### src/rtl/emo_pkg.sv
package emo_pkg;
  localparam int EMO_DATA_W  = 32;
  localparam int EMO_NUM_EXC = 3;
  localparam int EMO_OVR_LSB = 6;

  // Class index inside every 3-bit vector of the block
  localparam int EMO_IDX_FIQ = 0;
  localparam int EMO_IDX_IRQ = 1;
  localparam int EMO_IDX_ABT = 2;
endpackage

### src/rtl/emo_regfile.sv
module emo_regfile
  import emo_pkg::*;
#(
  parameter int DATA_W  = EMO_DATA_W,
  parameter int NUM_EXC = EMO_NUM_EXC,
  parameter int OVR_LSB = EMO_OVR_LSB
) (
  input  logic               clk,
  input  logic               rst,
  input  logic               rd_en,
  input  logic               wr_en,
  input  logic [DATA_W-1:0]  wdata,
  input  logic               req_priv,
  input  logic               req_secure,
  output logic [NUM_EXC-1:0] ovr_q,
  output logic [DATA_W-1:0]  rdata,
  output logic               fault
);
  localparam int OVR_MSB = OVR_LSB + NUM_EXC - 1;

  logic              granted;
  logic              attempt;
  logic [DATA_W-1:0] image;

  assign granted = req_priv & req_secure;
  assign attempt = rd_en | wr_en;

  // Read image: override field in place, every other bit zero
  always_comb begin
    image = '0;
    image[OVR_MSB:OVR_LSB] = ovr_q;
  end

  always_ff @(posedge clk) begin
    if (rst) begin
      ovr_q <= '0;
      rdata <= '0;
      fault <= 1'b0;
    end else begin
      fault <= attempt & ~granted;
      rdata <= (rd_en & granted) ? image : '0;
      if (wr_en && granted) begin
        ovr_q <= wdata[OVR_MSB:OVR_LSB];
      end
    end
  end
endmodule

### src/rtl/emo_lane.sv
module emo_lane (
  input  logic pend,
  input  logic mask,
  input  logic ovr,
  input  logic route,
  input  logic nonsecure,
  output logic take
);
  logic ovr_live;

  assign ovr_live = ovr & route & nonsecure;
  assign take     = pend & (~mask | ovr_live);
endmodule

### src/rtl/emo_ctrl.sv
module emo_ctrl
  import emo_pkg::*;
#(
  parameter int DATA_W  = EMO_DATA_W,
  parameter int NUM_EXC = EMO_NUM_EXC,
  parameter int OVR_LSB = EMO_OVR_LSB
) (
  input  logic               clk,
  input  logic               rst,
  input  logic               acc_rd,
  input  logic               acc_wr,
  input  logic [DATA_W-1:0]  acc_wdata,
  input  logic               acc_priv,
  input  logic               acc_secure,
  input  logic               core_secure,
  input  logic [NUM_EXC-1:0] route_en,
  input  logic [NUM_EXC-1:0] psr_mask,
  input  logic [NUM_EXC-1:0] pend,
  output logic [DATA_W-1:0]  rd_data,
  output logic               acc_fault,
  output logic [NUM_EXC-1:0] take
);
  logic [NUM_EXC-1:0] ovr_q;

  emo_regfile #(
    .DATA_W (DATA_W),
    .NUM_EXC(NUM_EXC),
    .OVR_LSB(OVR_LSB)
  ) u_regs (
    .clk       (clk),
    .rst       (rst),
    .rd_en     (acc_rd),
    .wr_en     (acc_wr),
    .wdata     (acc_wdata),
    .req_priv  (acc_priv),
    .req_secure(acc_secure),
    .ovr_q     (ovr_q),
    .rdata     (rd_data),
    .fault     (acc_fault)
  );

  for (genvar g = 0; g < NUM_EXC; g++) begin : g_lane
    emo_lane u_lane (
      .pend     (pend[g]),
      .mask     (psr_mask[g]),
      .ovr      (ovr_q[g]),
      .route    (route_en[g]),
      .nonsecure(~core_secure),
      .take     (take[g])
    );
  end
endmodule

### config.mk
export PLATFORM = sky130hd
export DESIGN_NAME = emo_ctrl
export DESIGN_NICKNAME = d
export VERILOG_FILES = /design/src/rtl/emo_pkg.sv /design/src/rtl/emo_regfile.sv /design/src/rtl/emo_lane.sv /design/src/rtl/emo_ctrl.sv
export SDC_FILE = /design/constraint.sdc
export NUM_CORES = 1
export LEC_CHECK = 0
export BUFFER_PORTS_ARGS = -buffer_cell sky130_fd_sc_hd__buf_4
export CORE_MARGIN = 2
export CORE_UTILIZATION = 31
export DETAILED_ROUTE_END_ITERATION = 10
export MAX_ROUTING_LAYER = met4
export PLACE_DENSITY = 0.9
export SKIP_CTS_REPAIR_TIMING = 1
export SLEW_MARGIN = 30
export SYNTH_ARGS = -nofsm -noshare
export SYNTH_HDL_FRONTEND = slang
export SYNTH_SLANG_ARGS = --single-unit
### constraint.sdc
create_clock -name clk -period 2.6 [get_ports clk]
set_input_delay 0.65 -clock clk [delete_from_list [all_inputs] [get_ports clk]]
set_output_delay 0.65 -clock clk [all_outputs]
set_load 0.005 [all_outputs]
# After elaboration in Yosys (flattened, before gate mapping)
# Index checks and enable logic that the tools add are counted.
# totals
output_inout_bits	36
reg_bits	36
word_cells	28
input_bits	48
# op_classes
reduce_logical	2
bitwise	22
# op_table
operator	n
$and A1 B1 Y1	12
$not A1 Y1	6
$or A1 B1 Y1	4
$reduce_or A2 Y1	1
$logic_and A1 B1 Y1	1

# Logic depth before layout (Yosys ltp)
# Gate-level depths: netlist of run 1.
# logic_depth
ltp_word	4
mapped_depth	3
ltp_nobuf	2

# Modules after synthesis
# A second synthesis of run 1 with hierarchy kept.
# hier_totals
cells_unflattened	61
hier_area_um2	528.0
# modules_own_cells
module	area_each_um2	seq_area_each_um2	cells_each	instances
emo_regfile	486.7	140.1	54	1
emo_lane	12.5	0.0	2	3
emo_ctrl	3.8	0.0	1	1

# Worst setup path before layout of run 1
# OpenSTA, ideal clock, no wires.
# synth_timing
path_kind	input to output
from	input port core_secure
to	output port take[0]
path_stages	3
path_slack_ns	0.893
n_path_buf	1
required_ns	1.950
arrival_ns	1.057
cell_sequence	nand3b_1 > a21boi_0 > buf_4
# synth_between
elab_chain_len	4
# synth_rtl
element	line	text
start: declaration	emo_ctrl.sv:15	input logic core_secure,
$not A1 Y1	emo_ctrl.sv:48	.nonsecure(~core_secure),
$and A1 B1 Y1	emo_lane.sv:11	assign ovr_live = ovr & route & nonsecure;
$or A1 B1 Y1	emo_lane.sv:12	assign take = pend & (~mask | ovr_live);
$and A1 B1 Y1	emo_lane.sv:12	
end: declaration	emo_ctrl.sv:21	output logic [NUM_EXC-1:0] take
# No other way between the ends.

# Final worst setup path of run 1
# Same ends and word-level chain as after synthesis.

==> flow_summary.ini, run 1 <==
[critical_path]
cp-end-kind = primary output
timing.rr.start = u_regs.ovr_q[1]
crit_fanout = 3
cp.arrival_ns = 1.25
r2r_cells = 2
setup.worst_path.class = input port to primary output
r2r_end = u_regs.ovr_q[1]
r2r_slack_ns = 2.01
crit_required_ns = 1.95
start_kind = input port

[layout]
stdcell_count = 112
fill_cells = 171
nNetsFinal = 136
final_layout_size_suffix_gt1_frac = 0.3218
antenna_cells = 0
final_core_util = 0.3824
area_growth_syn_to_layout_pct = 17.83

[placed_design]
dpl.hpwl_um = 805
io_buffers = 25
dpl.cell_count = 108
place_congestion = 0.6562
place_ws_ns = 0.6789

[synth]
synth-async-reset-ratio = 0
synth_commonest_cells = 32 x buf_4, 7 x dfxtp_1, 6 x nand2b_1
synth_top_area_frac = 0.4334
syn-cell-area_um2 = 554.3
synth.area.top_cells = buf_4 43%, dfxtp_1 25%, nand2b_1 6.8%
yosysWarnings = 0
syn_avg_cell_area_um2 = 8.798
synth_ff_type = dfxtp_1
synth.most_common_cell = buf_4
synth.largest_area_cell = buf_4
synth_edf_count = 0
synth.yosys.seq_area_share = 0.2528
synth_seq_cells = 7
synth_cell_types = 13
synth_cells = 63

[floorplan]
num_rows = 15
core_area_um2 = 1708
dieArea_um2 = 2142
top_level_ports = 84
start_util = 0.3245
die_width_um = 46.29
die_h_um = 46.29

[grt]
grt_first_pass_wirelength_mm = 1.166
grt_max_degree = 9
gr-total-overflow = 0
first_global_vias = 335
antenna_found_initial = 0
grt_usage = 0.08532

[sta]
setup_tns_ns = 0
setup_viol = 0
worst_slack_ns = 0.6994
hold_viol = 0
slew_violations = 0
rsz0062_at_grt = false
fin_worst_skew_ns = 0.004360
finalCriticalPeriod_ns = 1.901
fmax_ghz = 0.5261
fin_crit_sh = 0.7310

[power_and_ir_drop]
cellPowerDensity_nw_per_um2 = 396.2
peakVddDrop_uv = 108.8
power.leakage_nw = 0.3422
fin_total_pwr_w = 0.0002588

[detailed_routing]
routed_wl_um = 887
drt_pass1_iterations = 2
post_drt_via_cell_ratio = 3.598
drc = 0
post_drt_wl_per_cell_um = 7.920
drt_iter0_drc = 1
ant_nets = 0
via_count = 403

[hold_path]
min_from = u_regs.ovr_q[2]
hold_depth = 2
holdPathEnd = u_regs.ovr_q[2]
hold_path.class = register to register

[run_status]
status = finished, final reports clean

[clock_network]
tritoncts = built
cts_max_path_buffers = 2
clock-root-buffer = clkbuf_4
clock-sinks = 7
htreeDepth = 1
path_clk_slew_ns = 0.05
numCtsBuffers = 3
clk_latency_ns = 0.26

[run]
drv_cap = 0
-- state kept, by name, indices dropped and copies added, names as in the netlist --
register / flops
u_regs.rdata: 3
u_regs.fault: 1
u_regs.ovr_q: 3
-- layout make-up --
class	count	area, um^2	share of cell area
Multi-Input combinational cell	51	267.8	0.4100
Tap cell	25	31.28	0.04789
Sequential cell	7	140.1	0.2146
Timing Repair Buffer	25	187.7	0.2874
Clock buffer	4	26.28	0.04023
-- per-stage QoR --
step,hold slack [ns],cell area [um^2]
floorplan,0.4543,659.4
global placement,0.4790,626.9
detailed placement,0.4867,626.9
CTS,0.4963,653.1
global route,0.5265,653.1
finish,0.4899,653.1
-- per-layer routing --
metal  routed length (um)  up-vias  global-route usage
li1                     -      187                   -
met1                  192      175             0.03963
met2                  513       38              0.1750
met3                  151        3             0.02353
met4                   29        0              0.1029
met5                    0        -                   -
-- placed cells by master (no fill, tap or decap) --
cell type  count
clkbuf_1       1
nand2b_1       6
a211oi_1       1
mux2i_1        3
clkbuf_4       3
nand3b_1       3
and3_1         1
dfxtp_1        7
and2_1         3
buf_4         25
and4b_1        1
nor2_1         1
conb_1        29
a21boi_0       3
-- how the worst max path moves through the flow --
stage	end	slack, ns	cells after the start	start
2_1_floorplan	take[0]	0.89	3	core_secure
6_report	take[0]	0.70	4	core_secure
5_1_grt	take[1]	0.66	4	core_secure
3_3_place_gp	take[2]	0.74	4	core_secure
4_1_cts	take[0]	0.68	4	core_secure
3_5_place_dp	take[0]	0.68	4	core_secure
-- power breakdown --
group	switching, W	internal, W
sequential	0.00000139	0.000110
combinational	0.0000207	0.0000277
clock	0.0000400	0.0000585
-- critical path, cell delays in order --
cell and delay, ns:
buf_4 0.11, nand3b_1 0.14, a21boi_0 0.21, buf_4 0.15
-- cell families (layout without fill, tap and decap cells) --
family                 Yosys count  count (layout)  share of synthesized area
AOI/OAI and AO/OA                4               4                    0.05418
buffers and inverters           33              29                     0.4537
DFF                              7               7                     0.2528
muxes                            3               3                    0.05418
other                            1              29                   0.006766
and+or+nand+nor                 15              15                     0.1783
Note: power is estimated with default switching activity, not from simulation.
==> run 2, diff against run 1 <==
--- a/config.mk
+++ b/config.mk
@@ -6,11 +6,12 @@
 export NUM_CORES = 1
 export LEC_CHECK = 0
 export BUFFER_PORTS_ARGS = -buffer_cell sky130_fd_sc_hd__buf_4
+export CORE_ASPECT_RATIO = 1.5
 export CORE_MARGIN = 2
-export CORE_UTILIZATION = 31
+export CORE_UTILIZATION = 28
 export DETAILED_ROUTE_END_ITERATION = 10
 export MAX_ROUTING_LAYER = met4
-export PLACE_DENSITY = 0.9
+export PLACE_DENSITY = 0.83
 export SKIP_CTS_REPAIR_TIMING = 1
 export SLEW_MARGIN = 30
 export SYNTH_ARGS = -nofsm -noshare
==> constraint.sdc (replaced) <==
create_clock -name clk -period 2 [get_ports clk]
set_input_delay 0.5 -clock clk [delete_from_list [all_inputs] [get_ports clk]]
set_output_delay 0.5 -clock clk [all_outputs]
set_load 0.005 [all_outputs]
==> flow_summary.ini, run 2 (synthesis results as in run 1) <==
[run_status]
status = finished, final reports clean

[floorplan]
top_level_ports = 84
core_area_um2 = 1854
dieArea_um2 = 2359
die_width_um = 40.33
num_rows = 19
start_util = 0.2989
die_h_um = 58.49

[critical_path]
r2r_end = u_regs.ovr_q[1]
path_delay_family = buffers and inverters
slowest_stage = a21boi_0
cp_cell_sequence = buf_4 -> nand3b_1 -> a21boi_0 -> buf_4
r2r_slack_ns = 1.40
crit_path_frequent_cell = buf_4
cp.arrival_ns = 1.07
setup.worst_path.class = input port to primary output
crit_required_ns = 1.50
timing.rr.start = u_regs.ovr_q[1]
r2r_cells = 2
cp_slowest_stage_delay_ns = 0.17
timing.critical_path.buf_inv = 2
cp-end-kind = primary output
crit_fanout = 3
start_kind = input port

[detailed_routing]
routed_wl_um = 931
via_count = 405
ant_nets = 0
drt_iter0_drc = 4
post_drt_wl_per_cell_um = 8.620
drt_pass1_iterations = 4
drc = 0
post_drt_via_cell_ratio = 3.750

[clock_network]
clk_latency_ns = 0.25
clock-sinks = 7
path_clk_slew_ns = 0.05
numCtsBuffers = 3
tritoncts = built
htreeDepth = 1
cts_max_path_buffers = 2
clock-root-buffer = clkbuf_4

[grt]
grt_first_pass_wirelength_mm = 1.173
antenna_found_initial = 0
gr-total-overflow = 0
first_global_vias = 348
grt_usage = 0.07961
grt_max_degree = 9

[sta]
finalCriticalPeriod_ns = 1.572
fin_worst_skew_ns = 0.001697
whs_ns = 0.4465
hold_viol = 0
setup_viol = 0
fmax_ghz = 0.6362
rsz0062_at_grt = false
fin_crit_sh = 0.7859
slew_violations = 0
setup_tns_ns = 0

[layout]
biggestRegsByFlops = u_regs.ovr_q (3), u_regs.rdata (3), u_regs.fault (1)
antenna_cells = 0
multi_input_area_um2 = 267.8
layout_common_cells = 29 x conb_1, 25 x buf_4, 7 x dfxtp_1, 6 x nand2b_1
fill_cells = 196
area_growth_syn_to_layout_pct = 16.93
final_layout_size_suffix_gt1_frac = 0.3218
mostFrequentLayoutCell = conb_1
ff_latch_area_um2 = 140.1
final_core_util = 0.3495
nNetsFinal = 136

[placed_design]
dpl.hpwl_um = 789.9
place_congestion = 0.4965
io_buffers = 25

[power_and_ir_drop]
power.leakage_nw = 0.3422
peakVddDrop_uv = 118.9
cellPowerDensity_nw_per_um2 = 512.1

[hold_path]
hold_depth = 2
holdPathEnd = u_regs.fault
min_from = acc_priv
hold_path.class = input port to register

[run]
drv_cap = 0
run 2: area by class of cell:
type / instances / share of cell area
clock buffers: 4 / 0.04054
multi-input cells: 51 / 0.4131
well taps: 21 / 0.04054
flip-flops and latches: 7 / 0.2162
repair buffers: 25 / 0.2896
run 2: worst max path at each step:
| stage | start | endpoint | cells after the start |
|---|---|---|---|
| final | core_secure | take[2] | 4 |
| after global routing | core_secure | take[2] | 4 |
| after CTS | core_secure | take[2] | 4 |
| after detailed placement | core_secure | take[2] | 4 |
| after global placement | core_secure | take[2] | 4 |
| after floorplan | core_secure | take[0] | 3 |
run 2: stage by stage:
step | area, um^2 | worst slack [ns] | cells | power, W
2_1_floorplan | 659.4 | 0.5934 | 91 | 0.0002196
3_3_place_gp | 621.8 | 0.4371 | 104 | 0.0002092
4_1_cts | 648.1 | 0.4164 | 108 | 0.0003365
3_5_place_dp | 621.8 | 0.4205 | 104 | 0.0002107
5_1_grt | 648.1 | 0.3327 | 108 | 0.0003540
6_report | 648.1 | 0.4282 | 108 | 0.0003319
run 2: report_power, final:
part	total [W]	internal, W	leakage, nW	switching, W
sequential	0.000146	0.000144	0.0569	0.00000203
clock	0.000123	0.0000758	0.0150	0.0000471
combinational	0.0000634	0.0000360	0.270	0.0000274
run 2: layer usage:
layer / wire [um] / GRT usage
met1: 241 / 0.03037
met2: 478 / 0.1633
met3: 211 / 0.02642
met4: 0 / 0.07143
met5: 0 / -
run 2: worst register-to-register path: stages, from the launching register on:
cell and delay (ns):
dfxtp_1 0.35, nand2b_1 0.06, mux2i_1 0.12
